File: config.mk
export PLATFORM = sky130hd
export DESIGN_NAME = insn_prefix_parser
export DESIGN_NICKNAME = d
export VERILOG_FILES = /design/src/rtl/insn_prefix_parser.sv
export SDC_FILE = /design/constraint.sdc
export NUM_CORES = 1
export LEC_CHECK = 0
export CORE_ASPECT_RATIO = 1.4
export CORE_MARGIN = 2
export CORE_UTILIZATION = 60
export CTS_BUF_LIST = sky130_fd_sc_hd__clkbuf_4
export CTS_CLUSTER_DIAMETER = 30
export CTS_CLUSTER_SIZE = 40
export DETAILED_ROUTE_END_ITERATION = 12
export DONT_BUFFER_PORTS = 1
export PLACE_DENSITY = 0.85
export SYNTH_ARGS = -nofsm -noshare
export SYNTH_HDL_FRONTEND = slang
export SYNTH_SLANG_ARGS = --single-unit
File: constraint.sdc
create_clock -name clk -period 4.5 [get_ports clk]
set_clock_uncertainty 0.15 [all_clocks]
set_input_delay 0.9 -clock clk [delete_from_list [all_inputs] [get_ports clk]]
set_output_delay 0.9 -clock clk [all_outputs]
set_load 0.05 [all_outputs]
File: src/rtl/insn_prefix_parser.sv
module insn_prefix_parser #(
  parameter int BYTE_W = 8
) (
  input  logic              clk,
  input  logic              rst,
  input  logic              in_valid,
  input  logic [BYTE_W-1:0] in_byte,
  output logic              in_ready,
  input  logic              tbl_we,
  input  logic [BYTE_W:0]   tbl_addr,
  input  logic              tbl_data,
  output logic              out_valid,
  output logic              seg_valid,
  output logic [2:0]        seg_code,
  output logic              opsize_ovr,
  output logic              adsize_ovr,
  output logic              redundant,
  output logic              two_byte,
  output logic [BYTE_W-1:0] opcode,
  output logic              has_modrm,
  output logic [1:0]        mod_f,
  output logic [2:0]        reg_f,
  output logic [2:0]        rm_f
);
  localparam int TBL_N = 2 << BYTE_W;

  typedef enum logic [1:0] {S_PFX, S_OPC2, S_MODRM, S_DONE} state_t;
  state_t state;

  logic [TBL_N-1:0] need_tbl;
  logic             hs, is_seg, need;
  logic [2:0]       seg_dec;

  assign in_ready  = (state != S_DONE);
  assign out_valid = (state == S_DONE);
  assign hs        = in_valid && in_ready;
  assign need      = need_tbl[{state == S_OPC2, in_byte}];

  always_comb begin
    is_seg  = 1'b1;
    seg_dec = 3'd0;
    case (in_byte)
      8'h26:   seg_dec = 3'd0;
      8'h2E:   seg_dec = 3'd1;
      8'h36:   seg_dec = 3'd2;
      8'h3E:   seg_dec = 3'd3;
      8'h64:   seg_dec = 3'd4;
      8'h65:   seg_dec = 3'd5;
      default: is_seg = 1'b0;
    endcase
  end

  always_ff @(posedge clk)
    if (tbl_we) need_tbl[tbl_addr] <= tbl_data;

  always_ff @(posedge clk) begin
    if (rst || state == S_DONE) begin
      state      <= S_PFX;
      seg_valid  <= 1'b0;
      seg_code   <= 3'd0;
      opsize_ovr <= 1'b0;
      adsize_ovr <= 1'b0;
      redundant  <= 1'b0;
      two_byte   <= 1'b0;
      opcode     <= '0;
      has_modrm  <= 1'b0;
      mod_f      <= 2'd0;
      reg_f      <= 3'd0;
      rm_f       <= 3'd0;
    end else if (hs) begin
      case (state)
        S_PFX: begin
          if (is_seg) begin
            seg_valid <= 1'b1;
            seg_code  <= seg_dec;
            if (seg_valid) redundant <= 1'b1;
          end else if (in_byte == 8'h66) begin
            opsize_ovr <= 1'b1;
            if (opsize_ovr) redundant <= 1'b1;
          end else if (in_byte == 8'h67) begin
            adsize_ovr <= 1'b1;
            if (adsize_ovr) redundant <= 1'b1;
          end else if (in_byte == 8'h0F) begin
            two_byte <= 1'b1;
            state    <= S_OPC2;
          end else begin
            opcode    <= in_byte;
            has_modrm <= need;
            state     <= need ? S_MODRM : S_DONE;
          end
        end
        S_OPC2: begin
          opcode    <= in_byte;
          has_modrm <= need;
          state     <= need ? S_MODRM : S_DONE;
        end
        S_MODRM: begin
          mod_f <= in_byte[7:6];
          reg_f <= in_byte[5:3];
          rm_f  <= in_byte[2:0];
          state <= S_DONE;
        end
        default: state <= S_PFX;
      endcase
    end
  end

  a_r7_single_pulse: assert property (@(posedge clk) disable iff (rst)
    out_valid |=> !out_valid);
  a_r7_no_accept_in_done: assert property (@(posedge clk) disable iff (rst)
    out_valid |-> !in_ready);
  a_r8_hold_when_idle: assert property (@(posedge clk) disable iff (rst)
    (!in_valid && state != S_DONE) |=> $stable({state, seg_code, opsize_ovr, adsize_ovr, redundant}));
  a_r3_repeat_flagged: assert property (@(posedge clk) disable iff (rst)
    (hs && state == S_PFX && is_seg && seg_valid) |=> redundant);
  a_r4_escape_step: assert property (@(posedge clk) disable iff (rst)
    (hs && state == S_PFX && in_byte == 8'h0F) |=> (state == S_OPC2 && two_byte));
  a_r6_no_modrm_done: assert property (@(posedge clk) disable iff (rst)
    (out_valid && !has_modrm) |-> (mod_f == 2'd0 && reg_f == 3'd0 && rm_f == 3'd0));
endmodule

=== After elaboration in Yosys (flattened, before gate mapping) ===
Index checks and enable logic that the tools add are counted.

* Bitwise gates (word level): 3
* Muxes and demuxes: 29
* Eq/ne operators: 19
* $lt $le $gt $ge: 3
* Reductions and logical operators: 16

{| class="wikitable"
|+ Operator list
! operator !! count
|-
| $bwmux 512 || 1
|-
| $eq 8x6->1 const B || 4
|-
| $eq 8x7->1 const B || 4
|-
| $mux 8 || 4
|-
| $lt 9x10->1 const B || 2
|-
| $reduce_and 6->1 || 3
|-
| $pmux 8 s2 || 1
|-
| $pmux 3 s5 || 1
|-
| $mux 1 || 14
|-
| $ne 2x2->1 const B || 6
|-
| $bmux 1 s9 || 1
|-
| $demux 1 s9 || 1
|-
| $ge 9x1->1 const B || 1
|-
| $eq 8x4->1 const B || 1
|-
| $mux 2 || 4
|-
| $reduce_and 4->1 || 2
|-
| $pmux 2 s3 || 1
|-
| $reduce_bool 3->1 || 2
|-
| $reduce_or 6->1 || 1
|-
| $reduce_and 5->1 || 1
|-
| $eq 2x2->1 const B || 2
|-
| $ne 3x3->1 const B || 1
|-
| $not 1->1 || 3
|-
| $reduce_and 3->1 || 1
|-
| other kinds (7) || 8
|}

* Word-level logic and storage cells: 83
* Register bits: 539

=== Logic depth before layout (Yosys ltp) ===
* Depth after elaboration: 9
* Gate-level depth with buffers: 12

=== Worst setup path before layout ===
Ideal clock, no wire load.

* Kind: input port to flip-flop
* From: input in_byte[0]
* To: register has_modrm
* Data arrival time: 3267 ps
* Path buffers: 4
* Path slack: 968 ps
* Stages: 10
* Cells stage by stage: buf_6 -> buf_6 -> buf_2 -> buf_2 -> mux4_2 -> a22oi_1 -> a311oi_1 -> o311ai_0 -> nand4_1 -> a31o_1

* Longest elaborated chain between the ends: 7
* Elaborated cells on any way between the ends: 23
* Classes of those cells: eq/ne: 13; mux: 8; reduce/logical: 2

{| class="wikitable"
|+ RTL lines
! item !! RTL line !! RTL
|-
| start, declared || 7 || <nowiki>input logic [BYTE_W-1:0] in_byte,</nowiki>
|-
| $bmux 1 s9 || 37 || <nowiki>assign need = need_tbl[{state == S_OPC2, in_byte}];</nowiki>
|-
| $mux 1 (implied by the code) || 37 ||
|-
| $mux 1 || 83 || <nowiki>end else if (in_byte == 8'h0F) begin</nowiki>
|-
| $mux 1 || 80 || <nowiki>end else if (in_byte == 8'h67) begin</nowiki>
|-
| $mux 1 || 77 || <nowiki>end else if (in_byte == 8'h66) begin</nowiki>
|-
| $mux 1 || 73 || <nowiki>if (is_seg) begin</nowiki>
|-
| $pmux 1 s2 || 71 || <nowiki>case (state)</nowiki>
|-
| end signal, assigned || 88 || <nowiki>has_modrm <= need;</nowiki>
|-
| end signal, assigned || 94 || <nowiki>has_modrm <= need;</nowiki>
|-
| end, declared || 20 || <nowiki>output logic has_modrm,</nowiki>
|}

Parallel ways exist; a longest one is shown, timed or not. The select of a mux whose other input is x is not followed.
A chain may end at the register's enable or synchronous reset.

=== Worst setup path in the final report ===
* From: register state[0]
* To: output in_ready

* Longest elaborated chain between the ends: 1

{| class="wikitable"
|+ RTL lines
! item !! RTL line !! RTL
|-
| start, declared || 28 || <nowiki>state_t state;</nowiki>
|-
| start signal, assigned || 89 || <nowiki>state <= need ? S_MODRM : S_DONE;</nowiki>
|-
| start signal, assigned || 95 || <nowiki>state <= need ? S_MODRM : S_DONE;</nowiki>
|-
| $ne 2x2->1 || 34 || <nowiki>assign in_ready = (state != S_DONE);</nowiki>
|-
| end, declared || 8 || <nowiki>output logic in_ready,</nowiki>
|}

Every way passes these cells.

==> run metrics <==
synthesized netlist net count approximately 1,700; leading cell type by number of instances after synthesis sky130_fd_sc_hd__nor2_1; area added between synthesis and finish 5.535%; via count of the first global-routing pass about 14,000; height of the chip roughly 240 µm; Synth Flop Type sky130_fd_sc_hd__edfxtp_1; leading post-synthesis cells by cell area sky130_fd_sc_hd__edfxtp_1 66%, sky130_fd_sc_hd__mux4_2 11%, sky130_fd_sc_hd__nor2_1 8.8%; worst endpoint data arrival time around 2200 ps; DRC violation count after routing 0; maximum clock frequency about 310 MHz; post-CTS setup buffer count 0; number of detailed-route iterations in the first pass 6; number of slew-limit violations in the final report 0; count of input and output buffers 0; setup_tns 0 ps; Seq cells post-synth ~540; critical register-to-register path startpoint need_tbl[234]; Slew headroom 0.2413; worst hold path stage count 2; type of the worst setup path register to output pin; Hold Buf Count CTS 0; vias 14,480; CP max FO 5; cts bufs inserted 67; H-tree lvl count 3; total of fill cells in the finished design approximately 2,700; Starting DRT DRC Count ~2,300; outcome complete, no violations; part of the cycle the worst path needs 0.7189; endpoint of the worst hold-timing path mod_f[1]; number of synthesized flops with an enable pin 512; WL per Instance ~25 µm; die area 40,610 µm²; routed wire length roughly 55,000 µm; pre-CTS worst setup slack 927.2 ps; Hold Crit Class input pin to register; average cell area after synthesis ~14 µm²; number of ports placed on the die boundary 49; worst-margin pin slew approximately 1100 ps; Yosys warning count 0; Commonest cells post-synth 548 x sky130_fd_sc_hd__nor2_1, 512 x sky130_fd_sc_hd__edfxtp_1, 118 x sky130_fd_sc_hd__mux4_2; final setup slack of the worst path 1265 ps; starting density of the core 0.6077; DRT antenna net count 0; Row Count 85; unrepaired setup endpoints after global routing no; antenna violations before repair 1; Worst Setup Start Kind register; synthesized cell area between 20,000 and 25,000 µm²; instance count of the mapped netlist between 1,500 and 2,000; Critical Path End Type output pin; shortest period the worst path allows ~3200 ps; drt via density 6.550; final number of setup-violating endpoints 0; Max VDD drop ~0.16 mV; RePlAce Congestion between 0.8 and 0.9; Storage cell area between 15,000 and 20,000 µm²; first-pass GRT wire length slightly above 80,000 µm; WP data required between 3000 and 4000 ps; unique cell type count in the Yosys netlist 54; maximum count of clock buffers along a single path 3; hold_ws around 90 ps; startpoint of the most critical hold path in_byte[7]; GRT Total Usage 0.2773; cts repair resizes 0; clock tree from TritonCTS yes; number of max-capacitance violations reported 0; worst reg-to-reg setup slack between 1500 and 2000 ps; number of cells on the worst reg-to-reg path 7; core box area between 30,000 and 40,000 µm²; asr flop ratio synth 0; layout cell share with drive strength beyond 1 0.1613; largest net degree at the start of global routing 513; Power Dens Cells approximately 370 nW/µm²; launching instance or port of the critical path state[0]; clk sink count ~540; library cell with the largest summed area after synthesis sky130_fd_sc_hd__edfxtp_1; area fraction of the dominant cell type after synthesis 0.6572; die span in x approximately 170 µm; post-CTS clock slew at the launch and capture registers of the worst setup and hold paths 120 ps; endpoints failing hold 0; sequential-to-total area share from yosys stat 0.6803; source-to-sink clock delay at the later pin of the worst-skew pair around 800 ps; Multi-input gate area slightly below 7000 µm²; root cell of the clock tree sky130_fd_sc_hd__clkbuf_4; net count reported at finish around 1,700; gr ovfl total 0; HPWL Detailed about 30,000 µm; cell leakage power roughly 0.0074 µW; RR Endpoint has_modrm
placed cells by master, fill, tap and decap left out, types with 6 or more instances in the layout:
cell,synthesis,layout
sky130_fd_sc_hd__clkinv_2,0,10
sky130_fd_sc_hd__nor2b_1,13,13
sky130_fd_sc_hd__a31oi_1,8,8
sky130_fd_sc_hd__inv_6,0,13
sky130_fd_sc_hd__nand2b_1,7,7
sky130_fd_sc_hd__nor3_1,6,6
sky130_fd_sc_hd__nand3_1,22,18
sky130_fd_sc_hd__and3_1,8,8
sky130_fd_sc_hd__mux2i_1,50,50
sky130_fd_sc_hd__bufinv_16,0,6
sky130_fd_sc_hd__a21oi_1,21,21
sky130_fd_sc_hd__edfxtp_1,512,512
sky130_fd_sc_hd__nand2_1,78,78
sky130_fd_sc_hd__clkbuf_4,0,75
sky130_fd_sc_hd__a211oi_1,6,6
sky130_fd_sc_hd__dfxtp_1,27,27
sky130_fd_sc_hd__nor2_1,548,548
sky130_fd_sc_hd__buf_4,2,27
sky130_fd_sc_hd__a22oi_1,30,30
sky130_fd_sc_hd__inv_1,9,9
sky130_fd_sc_hd__mux4_2,118,118
sky130_fd_sc_hd__o21ai_0,6,6
sky130_fd_sc_hd__o211ai_1,6,6
cell families after synthesis:
| kind of cell | Yosys count | synth area share |
|---|---|---|
| fa+ha+maj | 4 | 0.002139 |
| simple gates | 707 | 0.1215 |
| compound gates | 108 | 0.03246 |
| mux | 171 | 0.1364 |
| buf+inv | 155 | 0.02717 |
| flops | 539 | 0.6803 |
critical path: stages (launching register included):
cell	delay (ps)
sky130_fd_sc_hd__dfxtp_1	410
sky130_fd_sc_hd__ha_1	580
sky130_fd_sc_hd__inv_1	400
power breakdown:
part	internal (µW)	switching (µW)	leakage, µW	total (µW)
Combinational	185	236	0.00200	422
Sequential	5500	53.7	0.00482	5550
Clock	1240	1790	0.000572	3040
through the flow:
step	util	instances	cell area, µm²	total power [µW]
2_1_floorplan	-	1684	23390	6033
3_5_place_dp	0.6149	2088	23670	6075
5_1_grt	0.6412	2209	24690	9240
3_3_place_gp	0.6149	2088	23670	6066
4_1_cts	0.6412	2208	24680	9027
6_report	0.6413	2210	24690	9015
sequential cells by signal (all words and copies together) (netlist names), 2 cells and up:
signal	flops
mod_f	2
rm_f	3
reg_f	3
seg_code	3
need_tbl	512
state	2
opcode	8
area by class of cell:
cell class	count	area share
sequential	539	0.6446
clock buffer	75	0.02280
tap	522	0.02645
timing repair buffer	27	0.008210
multi-input combinational	990	0.2780
clock inverter	45	0.01819
antenna	2	0.0002027
inverter	10	0.001520
per-layer routing:
| metal | vias to the layer above | share of wire | global-route usage |
|---|---|---|---|
| met5 | - | 0 | 0 |
| met3 | 224 | 0.12 | 0.05644 |
| li1 | 6092 | - | - |
| met1 | 7154 | 0.32 | 0.3316 |
| met2 | 1005 | 0.51 | 0.4696 |
| met4 | 0 | 0.056 | 0.1564 |
how the worst max path moves through the flow:
stage	slack (ps)	to	cells after the start
global route	1180	in_ready	2
CTS	1230	in_ready	2
detailed placement	930	has_modrm	7
floorplan	970	has_modrm	10
finish	1270	in_ready	2
global placement	990	has_modrm	7
No activity file was read; power rests on OpenSTA's default activity.
